File: config.mk
export PLATFORM = sky130hd
export DESIGN_NAME = bus_prescaler
export DESIGN_NICKNAME = d
export VERILOG_FILES = /design/src/rtl/bpre_pkg.sv /design/src/rtl/bpre_decode.sv /design/src/rtl/bpre_hold.sv /design/src/rtl/bpre_count.sv /design/src/rtl/bus_prescaler.sv
export SDC_FILE = /design/constraint.sdc
export NUM_CORES = 1
export LEC_CHECK = 0
export BUFFER_PORTS_ARGS = -buffer_cell sky130_fd_sc_hd__buf_4
export CORE_MARGIN = 2
export CORE_UTILIZATION = 40
export DETAILED_ROUTE_END_ITERATION = 7
export GPL_TIMING_DRIVEN = 0
export HOLD_SLACK_MARGIN = 0.05
export PLACE_DENSITY_LB_ADDON = 0.12
export SETUP_SLACK_MARGIN = 0.1
export SYNTH_ARGS = -nofsm -noshare
export SYNTH_HDL_FRONTEND = slang
export SYNTH_SLANG_ARGS = --single-unit
File: constraint.sdc
create_clock -name clk -period 4.5 [get_ports clk]
set_clock_uncertainty 0.1 [all_clocks]
set_input_delay 0.45 -clock clk [delete_from_list [all_inputs] [get_ports clk]]
set_output_delay 0.45 -clock clk [all_outputs]
set_load 0.01 [all_outputs]
File: src/rtl/bpre_pkg.sv
package bpre_pkg;
  // code field: top bit selects dividing group, low bits select the power
  localparam int CODE_W   = 3;
  localparam int MAX_SHIFT = 2 ** (CODE_W - 1);
  localparam int SHIFT_W  = $clog2(MAX_SHIFT + 1);
  localparam int CNT_W    = MAX_SHIFT;

  typedef logic [SHIFT_W-1:0] shift_t;

  typedef struct packed {
    logic   vld;
    shift_t shift;
  } req_t;
endpackage

File: src/rtl/bpre_decode.sv
module bpre_decode #(
  parameter int CODE_W  = bpre_pkg::CODE_W,
  parameter int SHIFT_W = bpre_pkg::SHIFT_W
) (
  input  logic [CODE_W-1:0]  code,
  output logic [SHIFT_W-1:0] shift
);
  localparam int LOW_W = CODE_W - 1;

  // top bit clear: pass-through group, ratio 1
  always_comb begin
    if (code[CODE_W-1])
      shift = SHIFT_W'(code[LOW_W-1:0]) + SHIFT_W'(1);
    else
      shift = '0;
  end
endmodule

File: src/rtl/bpre_hold.sv
module bpre_hold #(
  parameter int SHIFT_W = bpre_pkg::SHIFT_W
) (
  input  logic               clk,
  input  logic               rst,
  input  logic               wr,
  input  logic [SHIFT_W-1:0] wr_shift,
  input  logic               wrap,
  output logic [SHIFT_W-1:0] act_q,
  output logic [SHIFT_W-1:0] act_n,
  output logic               pend_q
);
  logic [SHIFT_W-1:0] park_q;
  logic               take;

  // a write in the wrap cycle defers the switch to the next period end
  assign take  = wrap && pend_q && !wr;
  assign act_n = take ? park_q : act_q;

  always_ff @(posedge clk) begin
    if (rst) begin
      act_q  <= '0;
      park_q <= '0;
      pend_q <= 1'b0;
    end else begin
      act_q <= act_n;
      if (wr) begin
        park_q <= wr_shift;
        pend_q <= 1'b1;
      end else if (take) begin
        pend_q <= 1'b0;
      end
    end
  end

  assert_switch_on_wrap_R5: assert property (@(posedge clk) disable iff (rst)
    !$stable(act_q) |-> $past(wrap));

  assert_no_switch_on_write_R8: assert property (@(posedge clk) disable iff (rst)
    $past(wr) |-> $stable(act_q));

  assert_write_sets_pending_R7: assert property (@(posedge clk) disable iff (rst)
    (!$past(rst) && $past(wr)) |-> pend_q);
endmodule

File: src/rtl/bpre_count.sv
module bpre_count #(
  parameter int SHIFT_W = bpre_pkg::SHIFT_W,
  parameter int CNT_W   = bpre_pkg::CNT_W
) (
  input  logic               clk,
  input  logic               rst,
  input  logic [SHIFT_W-1:0] shift_q,
  input  logic [SHIFT_W-1:0] shift_n,
  output logic               wrap,
  output logic               en_q,
  output logic               dclk_q
);
  localparam logic [CNT_W-1:0] ONES = '1;

  logic [CNT_W-1:0] cnt_q, cnt_n, last, half_n;
  logic             dclk_n;

  assign last = ONES >> (SHIFT_W'(CNT_W) - shift_q);
  assign wrap = (cnt_q == last);
  assign cnt_n = wrap ? '0 : cnt_q + CNT_W'(1);

  always_comb begin
    half_n = '0;
    dclk_n = 1'b1;
    if (shift_n != '0) begin
      half_n = CNT_W'(1) << (shift_n - SHIFT_W'(1));
      dclk_n = (cnt_n < half_n);
    end
  end

  always_ff @(posedge clk) begin
    if (rst) begin
      cnt_q  <= '0;
      en_q   <= 1'b1;
      dclk_q <= 1'b1;
    end else begin
      cnt_q  <= cnt_n;
      en_q   <= (cnt_n == '0);
      dclk_q <= dclk_n;
    end
  end

  assert_single_pulse_R3: assert property (@(posedge clk) disable iff (rst)
    (en_q && shift_q != '0) |=> !en_q);

  assert_clk_high_at_start_R4: assert property (@(posedge clk) disable iff (rst)
    en_q |-> dclk_q);
endmodule

File: src/rtl/bus_prescaler.sv
module bus_prescaler #(
  parameter int CODE_W  = bpre_pkg::CODE_W,
  parameter int SHIFT_W = bpre_pkg::SHIFT_W,
  parameter int CNT_W   = bpre_pkg::CNT_W
) (
  input  logic              clk,
  input  logic              rst,
  input  logic [CODE_W-1:0] cfg_code,
  input  logic              cfg_wr,
  output logic              bus_en,
  output logic              bus_clk,
  output logic              cfg_pending
);
  logic [SHIFT_W-1:0] wr_shift, act_q, act_n;
  logic               wrap;

  bpre_decode #(.CODE_W(CODE_W), .SHIFT_W(SHIFT_W)) u_dec (
    .code  (cfg_code),
    .shift (wr_shift)
  );

  bpre_hold #(.SHIFT_W(SHIFT_W)) u_hold (
    .clk      (clk),
    .rst      (rst),
    .wr       (cfg_wr),
    .wr_shift (wr_shift),
    .wrap     (wrap),
    .act_q    (act_q),
    .act_n    (act_n),
    .pend_q   (cfg_pending)
  );

  bpre_count #(.SHIFT_W(SHIFT_W), .CNT_W(CNT_W)) u_cnt (
    .clk     (clk),
    .rst     (rst),
    .shift_q (act_q),
    .shift_n (act_n),
    .wrap    (wrap),
    .en_q    (bus_en),
    .dclk_q  (bus_clk)
  );

  assert_reset_state_R1: assert property (@(posedge clk) disable iff (rst)
    $past(rst) |-> (bus_en && bus_clk && !cfg_pending));

  assert_bypass_every_cycle_R2: assert property (@(posedge clk) disable iff (rst)
    (act_q == '0 && !cfg_pending) |-> bus_en);
endmodule

==> impl_metrics.toml <==
[critical_path]
critPathArrivalTime_ns = 3.13
cpPeakStageDelay_ns = 0.41
cp.required_ns = 4.57
slowest_stage = "dfxtp_1"
startpoint_type = "register"
cp_max_fo = 10
crit_path_cell_trace = "inv_1 -> ha_1 -> xnor2_1 -> nand4_1 -> a211oi_4 -> buf_6 -> nor2_1 -> a21oi_1 -> nand2_1 -> ha_1 -> o2111ai_1 -> o21a_1"
cpMostUsedCell = "ha_1"
end_kind = "register"
crit_type = "reg -> reg"

[clock_network]
clk_path_buf_depth = 2
cts_repair_resize_count = 0
cts_buffers = 3
root_buffer = "clkbuf_4"
cts_setup_buffers = 0
clock_latency_ns = 0.27
path_clk_slew_ns = 0.08
htreeDepth = 1
cts_tree = "yes"
cts.sinks = 13
postCtsHoldBufs = 0

[timing]
timing.fmax_mhz = 326.8
maxSlewViolCount = 0
fin_crit_sh_pct = 67.99
min_period_ns = 3.060
finalHoldViolCount = 0
setup_tns_ns = 0
tightest_slew_ns = 0.5009
fin_hold_ws_ns = 0.3507
max-slew-margin-rel_pct = 66.60
rsz0062_at_grt = "no"
finalSetupViolCount = 0

[drt]
route.vias.total = 654
drcViolationCount = 0
wl_um = 1513
dr.pass1.iters = 4
antenna_violating_nets_post_route = 0
detail_route.wl_per_cell_um = 11.46
routed_via_density = 4.955
drt_iter0_drc = 8

[worst_hold_path]
hp-class = "in -> reg"

[power]
p_per_area_nw_per_um2 = 241.3
seqPwrFrac_pct = 53.6
intPower_w = 0.0001686
p_leak_nw = 0.3568
power_w = 0.0002259
combPwrFrac_pct = 14.5
ir_drop_uv = 153.2
sw_frac_of_total_pct = 25.36
power_frac_clock_pct = 31.8
power_switching_w = 0.00005728

[cells_and_area]
final_common_cell = "nor2_1"
drive_gt1_share_pct = 19.05
n_fill_cell = 204
final_cell_mix = "nor2_1, dfxtp_1, ha_1, buf_4, a21oi_1"
finalNetCount = 120
post-route-util_pct = 48.20
n_antenna_cell = 0
area_growth_pct = 14.72

[floorplan]
die_h_um = 49.16
die-area_um2 = 2417
pin_count = 9
dieWidth_um = 49.16
num_rows = 16
start_util_pct = 42.01
core_area_um2 = 1942

[yosys]
synth.ff_latch_count = 13
ys.flop_type = "dfxtp_1"
synth_area_per_cell_um2 = 8.772
synth_area_um2 = 815.8
yosys_warnings = 0
synth_nets = 107
ys_seq_area_share_pct = 31.90
ys_async_sr_fraction_pct = 0
synth_cell_type_count = 33
synth-edff-count = 0
synth_cells = 93

[job]
max_cap_violations = 0

[global_routing]
grt_pass1_vias = 638
grt_overflow = 0
antenna_found_initial = 0
grt_max_degree = 11
grt_usage_pct = 14.70
grt_pass1_wl_um = 2773

[outcome]
status = "finished, final reports clean"

[placed_design]
io_buffers = 8
gp_routability_congestion = 0.7784
hpwl_um = 1163
[metrics by stage]
stage / setup slack, ns / instances / area [um^2]
after floorplan: 1.759 / 93 / 815.8
after global placement: 1.467 / 128 / 909.6
after detailed placement: 1.460 / 128 / 909.6
after CTS: 1.418 / 132 / 935.9
after global routing: 1.148 / 132 / 935.9
final: 1.440 / 132 / 935.9
[worst paths after layout]
path                                  startpoint               end  slack [ns]  depth (start not counted)
worst min register to register  u_hold.park_q[0]  u_hold.park_q[0]        0.42                          2
worst max register to register   u_hold.act_q[0]      u_cnt.dclk_q        1.44                         12
worst min-delay path                      cfg_wr     u_hold.pend_q        0.35                          3
worst max-delay path             u_hold.act_q[0]      u_cnt.dclk_q        1.44                         12
[critical path: cells and delay by family, from the launching register on]
| kind | cells | cell delay [ns] |
|---|---|---|
| AOI/OAI and AO/OA | 4 | 0.84 |
| and+or+nand+nor | 3 | 0.41 |
| buffers and inverters | 2 | 0.31 |
| adders and majority gates | 2 | 0.50 |
| xor gates and xnor gates | 1 | 0.40 |
| DFF | 1 | 0.41 |
[routing by layer]
metal | part of all wire (%) | global-route usage (%) | vias to the layer above
met1 | 53 | 20.31 | 299
met5 | 0 | 0 | -
met2 | 43 | 22.75 | 7
li1 | - | - | 344
met3 | 2.4 | 2.761 | 4
met4 | 1.2 | 5.238 | 0
[Yosys cell counts, types with 2 or more instances]
cell	number	area, um^2
nor2_1	19	71.32
dfxtp_1	13	260.3
ha_1	8	100.1
a21oi_1	7	35.03
inv_1	5	18.77
nand2b_1	4	25.02
nand2_1	3	11.26
nand3_1	3	15.01
nor3_1	3	15.01
xnor2_1	3	26.28
and2_1	2	12.51
xor2_1	2	17.52
[registers in the layout (all words and copies together) (netlist names)]
signal and flops:
u_cnt.cnt_q 4, u_hold.park_q 3, u_hold.pend_q 1, u_cnt.dclk_q 1
u_hold.act_q 3, u_cnt.en_q 1
[cells by family (layout without fill, tap and decap cells)]
group / Yosys count / in the layout / share of synthesized area (%)
AO/OA/AOI/OAI: 16 / 16 / 17.64
XOR/XNOR: 5 / 5 / 5.369
adder cells (fa/ha/maj): 8 / 8 / 12.27
buffers and inverters: 7 / 19 / 4.141
flip-flops: 13 / 13 / 31.90
multiplexers: 2 / 2 / 2.607
AND/OR/NAND/NOR: 42 / 42 / 26.07
[power groups by stage]
| stage | Sequential [W] | Clock, W | Combinational (W) |
|---|---|---|---|
| final | 0.000121 | 0.0000719 | 0.0000328 |
| after global routing | 0.000122 | 0.0000827 | 0.0000369 |
| after CTS | 0.000121 | 0.0000761 | 0.0000331 |
| after detailed placement | 0.000124 | 0 | 0.0000329 |
| after global placement | 0.000124 | 0 | 0.0000328 |
| after floorplan | 0.000124 | 0 | 0.0000223 |
[cell type report]
class                      instances  area (um^2)  area share (%)
multi-input combinational         73        521.8           55.75
sequential                        13        260.3           27.81
timing repair buffer               8        60.06           6.417
tap                               27        33.78           3.610
clock buffer                       4        26.28           2.807
inverter                           5        18.77           2.005
buffer                             2        15.01           1.604
Note: power is estimated with default switching activity, not from simulation.
